===== config.mk =====
export PLATFORM = sky130hd
export DESIGN_NAME = serial_prog_regs
export DESIGN_NICKNAME = d
export VERILOG_FILES = /design/src/rtl/sp_pkg.sv /design/src/rtl/sp_sync.sv /design/src/rtl/sp_frame.sv /design/src/rtl/sp_bank.sv /design/src/rtl/serial_prog_regs.sv
export SDC_FILE = /design/constraint.sdc
export NUM_CORES = 1
export LEC_CHECK = 0
export ABC_AREA = 1
export CORE_MARGIN = 2
export CORE_UTILIZATION = 40
export CTS_CLUSTER_SIZE = 24
export DETAILED_ROUTE_END_ITERATION = 16
export DONT_BUFFER_PORTS = 1
export GPL_ROUTABILITY_DRIVEN = 0
export GPL_TIMING_DRIVEN = 0
export REMOVE_ABC_BUFFERS = 1
export SLEW_MARGIN = 5
export SYNTH_ARGS = -nofsm -noshare
export SYNTH_HDL_FRONTEND = slang
export SYNTH_HIERARCHICAL = 1
export SYNTH_SLANG_ARGS = --single-unit

===== constraint.sdc =====
create_clock -name clk -period 6.6 [get_ports clk]
set_input_delay 0.66 -clock clk [delete_from_list [all_inputs] [get_ports clk]]
set_output_delay 0.66 -clock clk [all_outputs]
set_load 0.02 [all_outputs]

===== src/rtl/sp_pkg.sv =====
package sp_pkg;
  localparam int unsigned CFG_CLK_BIT = 7;
  localparam int unsigned TRIM_W      = 5;

  typedef struct packed {
    logic sclk_rise;
    logic sclk_fall;
    logic open_edge;
    logic close_edge;
  } sp_evt_t;
endpackage


===== src/rtl/sp_sync.sv =====
module sp_sync #(
  parameter int STAGES = 2,
  parameter int W = 4,
  parameter logic [W-1:0] RST_VAL = '0
) (
  input  logic         clk,
  input  logic         rst_n,
  input  logic [W-1:0] din,
  output logic [W-1:0] dout
);
  logic [W-1:0] pipe [STAGES];

  always_ff @(posedge clk or negedge rst_n) begin
    if (!rst_n) begin
      for (int k = 0; k < STAGES; k++) pipe[k] <= RST_VAL;
    end else begin
      pipe[0] <= din;
      for (int k = 1; k < STAGES; k++) pipe[k] <= pipe[k-1];
    end
  end

  assign dout = pipe[STAGES-1];
endmodule


===== src/rtl/sp_frame.sv =====
module sp_frame
  import sp_pkg::*;
#(
  parameter int AW = 5,
  parameter int DW = 11
) (
  input  logic          clk,
  input  logic          rst_n,
  input  logic          sclk_s,
  input  logic          sdi_s,
  input  logic          frame_s,
  input  logic          rd_s,
  input  logic [DW-1:0] rd_data,
  output logic [AW-1:0] rd_addr,
  output logic          wr_en,
  output logic [AW-1:0] wr_addr,
  output logic [DW-1:0] wr_data,
  output logic          sdo
);
  localparam int WL = AW + DW;
  localparam int CW = $clog2(WL + 1);

  logic          sclk_d, frame_d;
  logic [WL-1:0] shreg;
  logic [CW-1:0] cnt;
  logic          rd_mode;
  logic [DW-1:0] rd_sh;
  sp_evt_t       ev;

  always_ff @(posedge clk or negedge rst_n) begin
    if (!rst_n) begin
      sclk_d  <= 1'b0;
      frame_d <= 1'b1;
    end else begin
      sclk_d  <= sclk_s;
      frame_d <= frame_s;
    end
  end

  always_comb begin
    ev.sclk_rise  = sclk_s & ~sclk_d;
    ev.sclk_fall  = ~sclk_s & sclk_d;
    ev.open_edge  = ~frame_s & frame_d;
    ev.close_edge = frame_s & ~frame_d;
  end

  assign rd_addr = {shreg[AW-2:0], sdi_s};

  always_ff @(posedge clk or negedge rst_n) begin
    if (!rst_n) begin
      shreg   <= '0;
      cnt     <= '0;
      rd_mode <= 1'b0;
      rd_sh   <= '0;
      sdo     <= 1'b0;
      wr_en   <= 1'b0;
      wr_addr <= '0;
      wr_data <= '0;
    end else begin
      wr_en <= 1'b0;
      if (ev.open_edge) begin
        cnt     <= '0;
        rd_mode <= rd_s;
        rd_sh   <= '0;
        sdo     <= 1'b0;
      end else if (ev.close_edge) begin
        sdo <= 1'b0;
        if (cnt == CW'(WL) && !rd_mode) begin
          wr_en   <= 1'b1;
          wr_addr <= shreg[WL-1 -: AW];
          wr_data <= shreg[DW-1:0];
        end
      end else if (!frame_s) begin
        if (ev.sclk_rise) begin
          shreg <= {shreg[WL-2:0], sdi_s};
          if (cnt != CW'(WL)) cnt <= cnt + 1'b1;
          if (rd_mode && cnt == CW'(AW - 1)) rd_sh <= rd_data;
        end else if (ev.sclk_fall && rd_mode) begin
          sdo   <= rd_sh[DW-1];
          rd_sh <= {rd_sh[DW-2:0], 1'b0};
        end
      end
    end
  end
endmodule


===== src/rtl/sp_bank.sv =====
module sp_bank
  import sp_pkg::*;
#(
  parameter int AW = 5,
  parameter int DW = 11,
  parameter int NREG = 20,
  parameter int CFG_IDX = NREG - 1
) (
  input  logic               clk,
  input  logic               rst_n,
  input  logic               wr_en,
  input  logic [AW-1:0]      wr_addr,
  input  logic [DW-1:0]      wr_data,
  input  logic [AW-1:0]      rd_addr,
  output logic [DW-1:0]      rd_data,
  output logic [NREG*DW-1:0] reg_bus,
  output logic [NREG-1:0]    upd_strobe
);
  logic [TRIM_W-1:0] new_trim;
  logic              trim_ok;

  assign new_trim = wr_data[TRIM_W-1:0];
  assign trim_ok  = (new_trim & (new_trim - 1'b1)) == '0;

  for (genvar i = 0; i < NREG; i++) begin : g_reg
    logic          hit;
    logic [DW-1:0] q;
    assign hit = wr_en && (wr_addr == AW'(i));
    assign reg_bus[i*DW +: DW] = q;

    if (i == CFG_IDX) begin : g_cfg
      always_ff @(posedge clk or negedge rst_n) begin
        if (!rst_n) q <= '0;
        else if (hit) q <= {wr_data[DW-1:TRIM_W], trim_ok ? new_trim : q[TRIM_W-1:0]};
      end
    end else begin : g_plain
      always_ff @(posedge clk or negedge rst_n) begin
        if (!rst_n) q <= '0;
        else if (hit) q <= wr_data;
      end
    end

    always_ff @(posedge clk or negedge rst_n) begin
      if (!rst_n) upd_strobe[i] <= 1'b0;
      else upd_strobe[i] <= hit;
    end
  end

  always_comb begin
    rd_data = '0;
    for (int i = 0; i < NREG; i++)
      if (rd_addr == AW'(i)) rd_data = reg_bus[i*DW +: DW];
  end
endmodule


===== src/rtl/serial_prog_regs.sv =====
module serial_prog_regs
  import sp_pkg::*;
#(
  parameter int AW = 5,
  parameter int DW = 11,
  parameter int NREG = 20,
  parameter int SYNC_STAGES = 2
) (
  input  logic               clk,
  input  logic               rst_n,
  input  logic               sclk,
  input  logic               sdi,
  input  logic               frame_n,
  input  logic               rd_sel,
  output logic               sdo,
  output logic [NREG*DW-1:0] reg_bus,
  output logic [NREG-1:0]    upd_strobe,
  output logic               ext_clk_sel,
  output logic [TRIM_W-1:0]  bg_trim
);
  localparam int CFG_IDX = NREG - 1;

  logic [3:0]    sync_out;
  logic [AW-1:0] rd_addr, wr_addr;
  logic [DW-1:0] rd_data, wr_data;
  logic          wr_en;

  sp_sync #(.STAGES(SYNC_STAGES), .W(4), .RST_VAL(4'b0010)) u_sync (
    .clk(clk), .rst_n(rst_n),
    .din({sclk, sdi, frame_n, rd_sel}),
    .dout(sync_out)
  );

  sp_frame #(.AW(AW), .DW(DW)) u_frame (
    .clk(clk), .rst_n(rst_n),
    .sclk_s(sync_out[3]), .sdi_s(sync_out[2]),
    .frame_s(sync_out[1]), .rd_s(sync_out[0]),
    .rd_data(rd_data), .rd_addr(rd_addr),
    .wr_en(wr_en), .wr_addr(wr_addr), .wr_data(wr_data),
    .sdo(sdo)
  );

  sp_bank #(.AW(AW), .DW(DW), .NREG(NREG), .CFG_IDX(CFG_IDX)) u_bank (
    .clk(clk), .rst_n(rst_n),
    .wr_en(wr_en), .wr_addr(wr_addr), .wr_data(wr_data),
    .rd_addr(rd_addr), .rd_data(rd_data),
    .reg_bus(reg_bus), .upd_strobe(upd_strobe)
  );

  assign ext_clk_sel = reg_bus[CFG_IDX*DW + CFG_CLK_BIT];
  assign bg_trim     = reg_bus[CFG_IDX*DW +: TRIM_W];
endmodule


Yosys cells after proc, flatten, opt, wreduce, memory -nomap -nowiden

Index checks and enable logic that the tools add are counted.

Register bits after elaboration: 301
Output and inout bits: 247
Logic and storage cells: 188

Add/subtract/negate cells: 2
Equality and inequality tests: 46
Mux-type cells: 39
Bitwise logic cells: 11
Reduce and logical (&&, ||, !) cells: 37

Operators with widths:

| cell                  | number |
|---|---|
| $mux W11              | 26 |
| $eq A5 B4 Y1 const B  | 16 |
| $eq A5 B3 Y1 const B  | 9 |
| $eq A5 B5 Y1 const B  | 9 |
| $mux W5               | 5 |
| $logic_and A1 B1 Y1   | 23 |
| $eq A5 B2 Y1 const B  | 4 |
| $logic_not A5 Y1      | 3 |
| $reduce_and A4 Y1     | 3 |
| $eq A5 B1 Y1 const B  | 2 |
| $mux W1               | 8 |
| $ne A3 B3 Y1 const B  | 2 |
| $not A1 Y1            | 6 |
| $reduce_and A3 Y1     | 2 |
| $reduce_bool A3 Y1    | 2 |
| $add A5 B1 Y5 const B | 1 |
| $and A5 B5 Y5         | 1 |
| $ne A5 B5 Y1 const B  | 1 |
| $sub A5 B1 Y5 const B | 1 |
| $and A1 B1 Y1         | 4 |
| $ne A2 B1 Y1 const B  | 2 |
| $reduce_bool A2 Y1    | 2 |
| $ne A3 B1 Y1 const B  | 1 |
| $reduce_and A2 Y1     | 1 |
| $logic_not A1 Y1      | 1 |

Longest topological paths before layout

Word-level depth: 26
Mapped depth: 22

Hierarchy

The synthesis kept the hierarchy.

Modules (own cells, without submodules):

| module           | instances | cells an instance | area an instance (µm²) |
|---|---|---|---|
| sp_bank          | 1         | 1279              | 10488.8 |
| sp_frame         | 1         | 287               | 2436.1 |
| sp_sync          | 1         | 12                | 232.7 |
| serial_prog_regs | 1         | 6                 | 45.0 |

Least setup slack after synthesis

Ideal clock, no wire load.

Kind: register to register
Start: register u_sync.pipe, in the netlist u_sync/dout[2]
End: register u_frame.rd_sh[2]
Setup time: 0.116 ns
Data arrival time: 2.012 ns
Required time: 6.484 ns
Path slack: 4.471 ns
Cell stages (with the launch flop): 21
Buffers on the path: 3
Clock period less this slack: 2.129 ns
Cells stage by stage: dfrtp_1 buf_4 buf_4 inv_1 nand2_1 nor2_4 nand2_2 buf_6 or2_0 nand2_1 nand4_1 nor2_1 nand4_1 nor2_1 nand3_1 nand2_1 nand3_1 nand2_1 nand2_1 nand3_1 nand2_1

Cells in the longest elaborated chain, start to end: 26

Ends and longest elaborated chain:

| what                    | line                   | source |
|---|---|---|
| start: declaration      | sp_sync.sv:11          | `logic [W-1:0] pipe [STAGES];` |
| $logic_not A5 Y1        | sp_bank.sv:52          | `if (rd_addr == AW'(i)) rd_data = reg_bus[i*DW +: DW];` |
| $mux W11 (19 in series) | sp_bank.sv:52          |  |
| $mux W11 *              | sp_bank.sv:52          |  |
| named net rd_data[2]    | serial_prog_regs.sv:25 | `logic [DW-1:0] rd_data, wr_data;` |
| $mux W11 *              | sp_frame.sv:77         | `if (rd_mode && cnt == CW'(AW - 1)) rd_sh <= rd_data;` |
| $mux W11 *              | sp_frame.sv:74         | `if (ev.sclk_rise) begin` |
| $mux W11 *              | sp_frame.sv:73         | `end else if (!frame_s) begin` |
| $mux W11 *              | sp_frame.sv:66         | `end else if (ev.close_edge) begin` |
| $mux W11 *              | sp_frame.sv:61         | `if (ev.open_edge) begin` |
| end signal: assignment  | sp_frame.sv:77         |  |
| end signal: assignment  | sp_frame.sv:80         | `rd_sh <= {rd_sh[DW-2:0], 1'b0};` |
| end: declaration        | sp_frame.sv:27         | `logic [DW-1:0] rd_sh;` |

Mark *: on every way through the listed nets, which the timed path passes. The rest lies on a longest branch. The select of a mux whose other input is x is not followed.
A chain may end at the register's enable or synchronous reset.

Worst setup path after layout

Start: register u_frame.shreg[0]
End: register u_frame.rd_sh[5]

Cells in the longest elaborated chain, start to end: 26

Ends and longest elaborated chain:

| what                     | line                   | source |
|---|---|---|
| start: declaration       | sp_frame.sv:24         | `logic [WL-1:0] shreg;` |
| start signal: assignment | sp_frame.sv:75         | `shreg <= {shreg[WL-2:0], sdi_s};` |
| $logic_not A5 Y1         | sp_bank.sv:52          |  |
| $mux W11 (19 in series)  | sp_bank.sv:52          |  |
| $mux W11 *               | sp_bank.sv:52          |  |
| named net rd_data[5]     | serial_prog_regs.sv:25 |  |
| $mux W11 *               | sp_frame.sv:77         |  |
| $mux W11 *               | sp_frame.sv:74         |  |
| $mux W11 *               | sp_frame.sv:73         |  |
| $mux W11 *               | sp_frame.sv:66         |  |
| $mux W11 *               | sp_frame.sv:61         |  |

Marked as above.

==> metrics.md <==
| Metric | Value |
|---|---|
| Status | finished, violations left |
| Violated checks | hold timing |
| Vias in the first global route | 9,831 |
| Relative slew slack | 20.7% |
| # DRC | 0 |
| Clock input transition at the sequential cells of the worst setup and hold paths | 0.06 ns |
| Register area share after synthesis | 57.1% |
| Largest net degree at the start of global routing | 302 |
| Synth area leader | dfrtp_1 |
| Post-DRT Antenna Nets | 0 |
| Netlist cell types | 33 |
| CTS root buffer | clkbuf_16 |
| Async S/R FF share, synth | 100% |
| Layout area overhead | 9.70% |
| Detailed-route via count | 10,500 |
| Max FO, Critical Path | 13 |
| Worst Path Class, Setup | reg2reg |
| DP HPWL | 28,900 µm |
| Skew-Pair Late Insertion Delay | 0.52 ns |
| DRT iter0 DRCs | 918 |
| Worst Tran Pin Value | 1.19 ns |
| Fin crit share | 51.9% |
| Synth top area cells | dfrtp_1 56%, nand2_1 15%, o21ai_0 9.4% |
| Main synth FF type | dfrtp_1 |
| WL/cell | 21.0 µm |
| #FFs+latches synth | 301 |
| Mapped cell area | 13,200 µm² |
| CP Capture Type | flop |
| Dpl ws | 3.30 ns |
| Die ar. | 34,500 µm² |
| H-tree level count | 2 |
| Share of cells above drive strength 1 | 6.91% |
| Fin area | 14,500 µm² |
| Fin Clk Skew | 0.0229 ns |
| Tot GR Track Use | 24.4% |
| Initial antenna violation count | 0 |
| Synth Area per Inst | 8.34 µm² |
| First-pass GRT wire length | 62,800 µm |
| P per Cell Area | 285 nW/µm² |
| Minimum clock period | 3.43 ns |
| Final nets | 1,548 |
| Setup total negative slack | 0 ns |
| Die width | 186 µm |
| Sink Count | 301 |
| Crit path DAT | 3.87 ns |
| Post-CTS setup buffer count | 0 |
| Dpl cell area | 13,300 µm² |
| R2R Setup Slk | 3.17 ns |
| Hold_ws | -0.145 ns |
| Clock Path Buffers | 3 |
| Via density | 5.21 |
| Number of flops mapped to enable cells by yosys | 0 |
| CTS Buf Count | 35 |
| Initial core utilization | 40.6% |
| Final hold violation count | 298 |
| Top Ports | 253 |
| DR pass1 iterations | 5 |
| CTS tree | built |
| Core area | 32,500 µm² |
| P_leak | 6.52 nW |
| Hold Path Class | in2async |
| Critical Path Start Type | flop |
| Grt ovf | 0 |
| Ys Warns | 6 |
| Synth Instances | 1,584 |
| Achievable Freq | 292 MHz |
| RSZ-0062 raised after global routing | no |
| Row cnt | 66 |
| Max Slew Vio Count | 0 |
| Port Buffers | 0 |
| Final WS setup | 3.17 ns |
| Worst vdd ir | 0.245 mV |
| Top-area cell type share of the netlist area | 56.5% |
| Chip Height | 186 µm |
| Setup violations, final | 0 |
| # diodes | 0 |
| Max-cap violation count | 0 |
| Total Wirelength | 42,100 µm |
| CP Data Required Time | 7.04 ns |
## metrics by stage
step | instances | total power, mW | hold slack, ns | util, %
after floorplan | 1500 | 2.15 | 0.331 | -
after global placement | 1942 | 2.25 | 0.336 | 41.0
after detailed placement | 1942 | 2.25 | 0.336 | 41.0
after CTS | 2005 | 4.16 | -0.149 | 44.5
after global routing | 2005 | 4.28 | -0.164 | 44.5
final | 2005 | 4.13 | -0.145 | 44.5
## kinds of logic after synthesis
kind of cell	Yosys count	synth area share, %
adder cells (fa/ha/maj)	5	0.474
AND/OR/NAND/NOR	775	24.6
AO/OA/AOI/OAI	272	10.5
buffers and inverters	231	7.32
flip-flops	301	57.1
## state kept, by name (all words and copies together) (netlist names)
| name | count |
|---|---|
| u_frame/frame_d | 1 |
| u_frame/cnt | 5 |
| u_frame/rd_sh | 11 |
| u_frame/wr_addr | 5 |
| u_frame/wr_en | 1 |
| u_frame/wr_data | 11 |
| u_bank/upd_strobe | 20 |
| u_sync/pipe | 4 |
| u_sync/dout | 4 |
| u_frame/rd_mode | 1 |
| u_frame/shreg | 16 |
| u_frame/sdo | 1 |
| u_frame/sclk_d | 1 |
| u_bank/g.q | 220 |
## worst max-delay path: stages (launching register included)
cell and delay, ns:
dfrtp_1 0.43, inv_1 0.07, nand2_1 0.11, nor2_2 0.59
inv_2 0.19, nor2_1 0.56, nand2_1 0.11, nand4_1 0.12
nor2_1 0.09, nand3_1 0.10, nand2_1 0.10, nand3_1 0.11
nand2_1 0.09, nand4_1 0.18, nor2_1 0.07, nand4_1 0.10
nand2_1 0.07, nand2_1 0.09, nand3_1 0.07, nand2_1 0.08
## layout make-up
class                   count  area (µm²)
fillers                  3236       18100
inverters                 147         552
clock buffers              54        1060
multi-input cells        1052        4700
well taps                 442         553
clock inverters             9        85.1
flip-flops and latches    301        7540
## Yosys cell counts, types with 6 or more instances
master / n
a21oi_1: 8
inv_2: 11
dfrtp_1: 298
nand4_1: 43
o21ai_0: 249
nand2_1: 513
or2_2: 14
inv_1: 133
buf_4: 15
nor2_1: 108
buf_2: 10
nor2_2: 8
o21a_1: 6
clkbuf_1: 55
nand3_1: 61
nand2_2: 8
## final timing paths
kind,cells after the start,from,to
worst max-delay path,19,u_frame/shreg[0]$_DFFE_PN0P_,u_frame/rd_sh[5]$_DFFE_PN0P_
worst min-delay path,0,rst_n,u_bank/g_reg[2].q[7]$_DFFE_PN0P_
worst max register to register,19,u_frame/shreg[0]$_DFFE_PN0P_,u_frame/rd_sh[5]$_DFFE_PN0P_
worst min register to register,0,u_sync/pipe[7]$_DFF_PN0_,u_sync/dout[3]$_DFF_PN0_
max in group asynchronous,0,rst_n,u_sync/dout[1]$_DFF_PN1_
min in group clk,0,frame_n,u_sync/pipe[5]$_DFF_PN1_
## cell usage in the layout (no fill, tap or decap), types with 2 or more instances in the layout
master and count:
nand2_1 513, nand3_1 61, nor2_2 8, inv_2 11, clkinv_1 3, clkbuf_16 35, nor3_1 5, nor2_4 5
clkbuf_8 11, dfrtp_1 298, nand2_2 8, inv_1 133, dfstp_2 3, nor3b_1 2, clkbuf_1 8, o21ai_0 249
clkinv_2 4, o21ai_1 5, ha_1 5, or2_1 3, nor2_1 108, or2_0 2, nand4_1 43, or2_2 14
o21a_1 6, inv_6 3, a21oi_1 8
## power breakdown
part	total, mW	leakage, nW	switching, mW	internal, mW
sequential	1.92	4.17	0.0404	1.88
combinational	0.305	1.79	0.228	0.0770
clock	1.90	0.567	0.757	1.15
## what timing repair did
item	in CTS	in global routing
hold endpoints to repair	298	298
endpoints found under the setup margin	0	0
gates resized for setup	0	0
## metal layers
| metal | up-vias | routed length, µm | global-route usage, % | part of all wire [%] |
|---|---|---|---|---|
| li1 | 4929 | - | - | - |
| met1 | 5097 | 17600 | 32.5 | 42 |
| met2 | 366 | 19800 | 38.8 | 47 |
| met3 | 61 | 3600 | 7.40 | 8.6 |
| met4 | 0 | 1070 | 6.39 | 2.5 |
| met5 | - | 0 | 0 | 0 |
Power figures use the tool's default switching activity.
